### config.mk
export PLATFORM = sky130hd
export DESIGN_NAME = mbx_irq_ctrl
export DESIGN_NICKNAME = d
export VERILOG_FILES = /design/src/rtl/mbx_pkg.sv /design/src/rtl/mbx_port_dec.sv /design/src/rtl/mbx_bank.sv /design/src/rtl/mbx_irq_src.sv /design/src/rtl/mbx_irq_ctrl.sv
export SDC_FILE = /design/constraint.sdc
export NUM_CORES = 1
export LEC_CHECK = 0
export ABC_CLOCK_PERIOD_IN_PS = 4200
export BUFFER_PORTS_ARGS = -buffer_cell sky130_fd_sc_hd__buf_2
export CAP_MARGIN = 15
export CELL_PAD_IN_SITES_DETAIL_PLACEMENT = 1
export CELL_PAD_IN_SITES_GLOBAL_PLACEMENT = 2
export CORE_UTILIZATION = 44
export DETAILED_ROUTE_END_ITERATION = 12
export PLACE_DENSITY = 0.95
export SLEW_MARGIN = 0
export SYNTH_ARGS = -nofsm -noshare
export SYNTH_HDL_FRONTEND = slang
export SYNTH_HIERARCHICAL = 1
export SYNTH_SLANG_ARGS = --single-unit
### constraint.sdc
create_clock -name clk -period 4.2 [get_ports clk]
set_clock_uncertainty 0.1 [all_clocks]
set_input_delay 0.42 -clock clk [delete_from_list [all_inputs] [get_ports clk]]
set_output_delay 0.42 -clock clk [all_outputs]
set_load 0.02 [all_outputs]
### src/rtl/mbx_pkg.sv
package mbx_pkg;

    localparam int MBX_NBOX = 4;
    localparam int MBX_DW   = 16;

    typedef enum logic [2:0] {
        RK_OWN,
        RK_PEER,
        RK_CAUSE,
        RK_STAT,
        RK_MASK,
        RK_NONE
    } reg_kind_e;

    typedef struct packed {
        logic      wr;
        logic      rd;
        logic [1:0] be;
        reg_kind_e kind;
    } acc_t;

    // Map a register address onto its register class for a row of nbox mailboxes.
    function automatic reg_kind_e classify(input int unsigned a, input int unsigned nbox);
        if (a < nbox)               return RK_OWN;
        else if (a < 2 * nbox)      return RK_PEER;
        else if (a == 2 * nbox)     return RK_CAUSE;
        else if (a == 2 * nbox + 1) return RK_STAT;
        else if (a == 2 * nbox + 2) return RK_MASK;
        else                        return RK_NONE;
    endfunction

endpackage

### src/rtl/mbx_port_dec.sv
module mbx_port_dec
    import mbx_pkg::*;
#(
    parameter int NBOX = MBX_NBOX,
    parameter int AW   = 4,
    parameter int IW   = 2
) (
    input  logic          sel_n,
    input  logic          ce_n,
    input  logic          wr,
    input  logic          rd,
    input  logic [1:0]    be,
    input  logic [AW-1:0] addr,
    output acc_t          acc,
    output logic [IW-1:0] idx
);
    logic        valid;
    int unsigned ai;
    int unsigned off;

    assign valid = !sel_n && ce_n;

    always_comb begin
        ai       = int'(addr);
        acc.kind = classify(ai, NBOX);
        acc.wr   = valid && wr;
        acc.rd   = valid && rd && !wr;
        acc.be   = be;
        off      = (ai >= NBOX) ? (ai - NBOX) : ai;
        idx      = IW'(off);
    end

endmodule

### src/rtl/mbx_bank.sv
module mbx_bank #(
    parameter int NBOX = 4,
    parameter int DW   = 16,
    parameter int IW   = 2,
    localparam int HW  = DW / 2
) (
    input  logic               clk,
    input  logic               rst,
    input  logic               wr_en,
    input  logic [IW-1:0]      idx,
    input  logic [1:0]         be,
    input  logic [DW-1:0]      wdata,
    output logic [NBOX*DW-1:0] boxes
);
    for (genvar g = 0; g < NBOX; g++) begin : g_box
        logic [DW-1:0] word_q;
        logic          hit;

        assign hit = wr_en && (idx == IW'(g));

        always_ff @(posedge clk) begin
            if (rst) begin
                word_q <= '0;
            end else if (hit) begin
                if (be[0]) word_q[HW-1:0]  <= wdata[HW-1:0];
                if (be[1]) word_q[DW-1:HW] <= wdata[DW-1:HW];
            end
        end

        assign boxes[g*DW +: DW] = word_q;
    end

endmodule

### src/rtl/mbx_irq_src.sv
module mbx_irq_src #(
    parameter int NBOX = 4
) (
    input  logic            clk,
    input  logic            rst,
    input  logic [NBOX-1:0] set_ev,
    input  logic [NBOX-1:0] clr_ev,
    input  logic            mask_we,
    input  logic [NBOX-1:0] mask_d,
    output logic [NBOX-1:0] pend,
    output logic [NBOX-1:0] cause,
    output logic [NBOX-1:0] mask,
    output logic            irq_n
);
    for (genvar g = 0; g < NBOX; g++) begin : g_src
        always_ff @(posedge clk) begin
            if (rst) begin
                pend[g]  <= 1'b0;
                cause[g] <= 1'b0;
            end else begin
                // a set in the same cycle as a clear keeps the source pending
                if (set_ev[g])      pend[g] <= 1'b1;
                else if (clr_ev[g]) pend[g] <= 1'b0;

                if (set_ev[g] && !mask[g]) cause[g] <= 1'b1;
                else if (clr_ev[g] && !set_ev[g]) cause[g] <= 1'b0;
            end
        end

        always_ff @(posedge clk) begin
            if (rst)          mask[g] <= 1'b0;
            else if (mask_we) mask[g] <= mask_d[g];
        end
    end

    assign irq_n = ~|(pend & ~mask);

endmodule

### src/rtl/mbx_irq_ctrl.sv
module mbx_irq_ctrl
    import mbx_pkg::*;
#(
    parameter int  NBOX = MBX_NBOX,
    parameter int  DW   = MBX_DW,
    localparam int AW   = $clog2(2 * NBOX + 3),
    localparam int IW   = $clog2(NBOX)
) (
    input  logic          clk,
    input  logic          rst,
    input  logic          a_sel_n,
    input  logic          a_ce_n,
    input  logic          a_wr,
    input  logic          a_rd,
    input  logic [1:0]    a_be,
    input  logic [AW-1:0] a_addr,
    input  logic [DW-1:0] a_wdata,
    output logic [DW-1:0] a_rdata,
    output logic          a_irq_n,
    input  logic          b_sel_n,
    input  logic          b_ce_n,
    input  logic          b_wr,
    input  logic          b_rd,
    input  logic [1:0]    b_be,
    input  logic [AW-1:0] b_addr,
    input  logic [DW-1:0] b_wdata,
    output logic [DW-1:0] b_rdata,
    output logic          b_irq_n
);
    // index 0 is port A, index 1 is port B
    logic               sel_n_v [2];
    logic               ce_n_v  [2];
    logic               wr_v    [2];
    logic               rd_v    [2];
    logic [1:0]         be_v    [2];
    logic [AW-1:0]      addr_v  [2];
    logic [DW-1:0]      wdata_v [2];

    acc_t               acc     [2];
    logic [IW-1:0]      idx     [2];
    logic [NBOX*DW-1:0] boxes   [2];
    logic [NBOX-1:0]    pend    [2];
    logic [NBOX-1:0]    cause   [2];
    logic [NBOX-1:0]    mask    [2];
    logic [NBOX-1:0]    set_ev  [2];
    logic [NBOX-1:0]    clr_ev  [2];
    logic               irq_n_v [2];
    logic [DW-1:0]      rmux    [2];
    logic [DW-1:0]      rdata_q [2];

    assign sel_n_v[0] = a_sel_n;  assign sel_n_v[1] = b_sel_n;
    assign ce_n_v[0]  = a_ce_n;   assign ce_n_v[1]  = b_ce_n;
    assign wr_v[0]    = a_wr;     assign wr_v[1]    = b_wr;
    assign rd_v[0]    = a_rd;     assign rd_v[1]    = b_rd;
    assign be_v[0]    = a_be;     assign be_v[1]    = b_be;
    assign addr_v[0]  = a_addr;   assign addr_v[1]  = b_addr;
    assign wdata_v[0] = a_wdata;  assign wdata_v[1] = b_wdata;

    for (genvar p = 0; p < 2; p++) begin : g_port
        localparam int Q = 1 - p;

        mbx_port_dec #(.NBOX(NBOX), .AW(AW), .IW(IW)) u_dec (
            .sel_n (sel_n_v[p]),
            .ce_n  (ce_n_v[p]),
            .wr    (wr_v[p]),
            .rd    (rd_v[p]),
            .be    (be_v[p]),
            .addr  (addr_v[p]),
            .acc   (acc[p]),
            .idx   (idx[p])
        );

        logic own_wr;
        logic mask_we;
        assign own_wr  = acc[p].wr && (acc[p].kind == RK_OWN);
        assign mask_we = acc[p].wr && (acc[p].kind == RK_MASK) && acc[p].be[0];

        mbx_bank #(.NBOX(NBOX), .DW(DW), .IW(IW)) u_bank (
            .clk   (clk),
            .rst   (rst),
            .wr_en (own_wr),
            .idx   (idx[p]),
            .be    (be_v[p]),
            .wdata (wdata_v[p]),
            .boxes (boxes[p])
        );

        // sources aimed at port p: set by the other port's high-byte stores,
        // cleared by port p's high-byte reads of the other port's row
        for (genvar g = 0; g < NBOX; g++) begin : g_ev
            assign set_ev[p][g] = acc[Q].wr && (acc[Q].kind == RK_OWN)
                                  && acc[Q].be[1] && (idx[Q] == IW'(g));
            assign clr_ev[p][g] = acc[p].rd && (acc[p].kind == RK_PEER)
                                  && acc[p].be[1] && (idx[p] == IW'(g));
        end

        mbx_irq_src #(.NBOX(NBOX)) u_src (
            .clk     (clk),
            .rst     (rst),
            .set_ev  (set_ev[p]),
            .clr_ev  (clr_ev[p]),
            .mask_we (mask_we),
            .mask_d  (wdata_v[p][NBOX-1:0]),
            .pend    (pend[p]),
            .cause   (cause[p]),
            .mask    (mask[p]),
            .irq_n   (irq_n_v[p])
        );

        always_comb begin
            rmux[p] = '0;
            case (acc[p].kind)
                RK_OWN:   rmux[p] = boxes[p][idx[p]*DW +: DW];
                RK_PEER:  rmux[p] = boxes[Q][idx[p]*DW +: DW];
                RK_CAUSE: rmux[p][NBOX-1:0] = cause[p];
                RK_STAT:  rmux[p][NBOX-1:0] = pend[p];
                RK_MASK:  rmux[p][NBOX-1:0] = mask[p];
                default:  rmux[p] = '0;
            endcase
        end

        always_ff @(posedge clk) begin
            if (rst)            rdata_q[p] <= '0;
            else if (acc[p].rd) rdata_q[p] <= rmux[p];
        end
    end

    assign a_rdata = rdata_q[0];
    assign b_rdata = rdata_q[1];
    assign a_irq_n = irq_n_v[0];
    assign b_irq_n = irq_n_v[1];

endmodule

==> results.yml <==
cells_and_area:
  nets: 964
  final_area_mm2: 0.0110
  fin_util_pct: 49.8
  drive_gt1_share_pct: 21.7
  diodes: 0
  syn2layout_area_growth_pct: 10.0
  layoutNonFillerInstCount: 1203
worst_hold_path:
  hp-start: "a_wdata[3]"
  holdPathStages: 3
  hp-class: "in -> reg"
  min_to: "g_port[0].u_src/mask[3]"
synthesis:
  synthFlopType: "dfxtp_1"
  syn_inst: 861
  synthTopCellsByArea: "dfxtp_1 31%, mux2i_1 18%, nand2b_1 11%"
  syn-num-nets: 915
  yosysTopAreaCellShare_pct: 30.5
  netlist_area_mm2: 0.00996
  seq_area_frac_synth_pct: 40.2
  synth_cell_types: 48
  synth_edf_count: 32
  yosys_warnings: 6
  synth.avg_cell_area_um2: 11.6
  synth-seq-cells: 184
  synthArstFlopShare_pct: 0
  synth_area_leader_cell: "dfxtp_1"
sta:
  drv_slew: 0
  relSlewSlack_pct: 39.4
  tns_ps: 0
  fin_crit_ps: 2190
  max_freq_mhz: 457
  worstMarginPinSlew_ps: 910
  rsz0062_at_grt: "no"
  final_hold_viol_count: 0
  min_period_over_period_pct: 52.1
  setup_viol: 0
clocking:
  insertion_delay_ps: 440
  clkTransAtPathRegs_ps: 70
  cts_buffer_depth: 2
  cts.sink_count: 184
  cts_tree: "built"
  cts_setup_buffers: 0
  cts_resized: 0
  holdBufCountCts: 0
  cts_max_level: 4
  cts_buffers: 17
  ctsRootBufferMaster: "clkbuf_16"
power:
  cellLeakagePower_nw: 4.65
  ir_worst_vdd_uv: 257
  finalPower_w: 0.00369
  power_density_mw_per_mm2: 337
status:
  outcome: "finished, violations left"
  violations: "DRC"
routing:
  wl_mm: 26.9
  drc: 3
  wl_per_cell_um: 22.4
  postRouteAntennaNets: 0
  firstDrtPassIters: 10
  vias: 6945
  detail_route.iter0.violations: 318
  vias_per_cell: 5.77
floorplanning:
  die_w_um: 152
  io_pins: 88
  dieArea_mm2: 0.0232
  core_area_mm2: 0.0220
  dieHeight_um: 152
  std_cell_rows: 54
  start_util_pct: 45.2
placed_design:
  place_inst: 1171
  hpwl_mm: 18.4
  placed_area_mm2: 0.0104
  finalWeightedCongestion: 0.804
  portBuffers: 87
setup_path:
  reg2reg_slack_ps: 2680
  r2r_cells: 2
  cp.arrival_ps: 2260
  critPathMaxFanout: 16
  path_buf_inv: 1
  r2r-end: "rdata_q[1][1]"
  critPathMaxStageDelay_ps: 670
  critical_path_required_ps: 4270
  reg2reg_from: "g_port[1].u_bank/g_box[1].word_q[1]"
  crit_slowest_cell: "or4b_1"
  start_kind: "input port"
  setup.worst_path.class: "in -> reg"
  worst_setup_path_end_kind: "flip-flop"
  crit_family: "simple AND/OR/NAND/NOR gates"
  cp_cell_sequence: "buf_2, nor3b_1, or4b_1, a31oi_1, nand3_1, o21ai_0"
global_routing:
  antenna_found_initial: 0
  grt_pass1_wl_mm: 42.7
  grt_max_degree: 103
  overflow: 0
  grt_use_total_pct: 24.1
  grt_pass1_vias: 7556
run:
  cap_violations: 0
sequential cells by signal, summed over array words and instances, names as in the netlist:
signal                      count
g_port.u_bank/g_box.word_q    128
g_port.u_src/pend               8
g_port.u_src/cause              8
g_port.u_src/mask               8
rdata_q                        32
cells by family (layout without fill, tap and decap cells):
kind of cell | after synthesis | after routing | share of synthesized area [%]
AOI/OAI and AO/OA | 45 | 45 | 3.78
buffers and inverters | 79 | 141 | 5.04
DFF | 184 | 184 | 40.2
muxes | 240 | 240 | 31.7
and+or+nand+nor | 313 | 313 | 19.3
cell usage after synthesis, drive strengths merged (5+ instances only):
| cell | instances |
|---|---|
| buf | 49 |
| dfxtp | 152 |
| nand2b | 181 |
| edfxtp | 32 |
| nand3 | 5 |
| a22oi | 7 |
| nand4 | 6 |
| a21oi | 12 |
| o32ai | 8 |
| inv | 10 |
| mux2i | 180 |
| nor2 | 56 |
| clkbuf | 20 |
| nand4b | 7 |
| nor2b | 17 |
| nand2 | 8 |
| and4b | 6 |
| mux4 | 56 |
layer usage:
layer | GRT usage (%) | wire [um] | up-vias
met4 | 9.86 | 768 | 0
met5 | 0 | 0 | -
li1 | - | - | 3213
met1 | 28.9 | 11400 | 3547
met3 | 3.53 | 819 | 44
met2 | 43.1 | 13900 | 141
per-stage QoR:
step / setup slack [ps] / hold WS [ps]
3_5_place_dp: 1630 / 377
2_1_floorplan: 2020 / 349
3_3_place_gp: 1670 / 365
5_1_grt: 1920 / 153
6_report: 2010 / 146
4_1_cts: 2060 / 135
placed cells by master, fill, tap and decap left out, types with 4 or more instances in the layout:
cell type and n:
a21oi_1 12, a221o_1 4, a22oi_1 7, and4b_1 6, buf_2 86, buf_4 13
clkbuf_16 17, dfxtp_1 152, edfxtp_1 32, inv_1 10, inv_8 4, mux2_2 4
mux2i_1 180, mux4_1 12, mux4_2 44, nand2_1 8, nand2b_1 181, nand3_1 5
nand4_2 4, nand4b_1 5, nand4bb_1 4, nor2_1 56, nor2b_1 15, nor3_1 4
nor3b_1 4, o21ai_0 4, o32ai_1 6
power by group:
group | switching (W) | internal, W | total [W]
Sequential | 0.0000118 | 0.00181 | 0.00182
Clock | 0.000779 | 0.000803 | 0.00158
Combinational | 0.000174 | 0.000112 | 0.000286
worst register-to-register path, stage by stage, from the launching register on:
cell	delay, ps
dfxtp_1	330
mux4_1	500
a221o_1	350
final cells by class:
cell class | count | area [um2]
clock inverters | 14 | 131
fillers | 2352 | 11100
multi-input cells | 598 | 5470
flip-flops and latches | 184 | 4000
clock buffers | 18 | 439
repair buffers | 99 | 528
well taps | 280 | 350
inverters | 10 | 37.5
how the worst max path moves through the flow:
stage	from	end	slack (ps)	cells after the start
2_1_floorplan	a_addr[0]	g_port[0].u_bank/g_box[1].word_q[10]	2020	8
3_3_place_gp	b_addr[0]	rdata_q[1][1]	1670	4
3_5_place_dp	b_addr[0]	g_port[1].u_bank/g_box[0].word_q[11]	1630	7
4_1_cts	a_addr[1]	rdata_q[0][2]	2060	6
5_1_grt	a_addr[1]	rdata_q[0][2]	1920	6
6_report	a_addr[1]	rdata_q[0][2]	2010	6
Note: power is estimated with default switching activity, not from simulation.
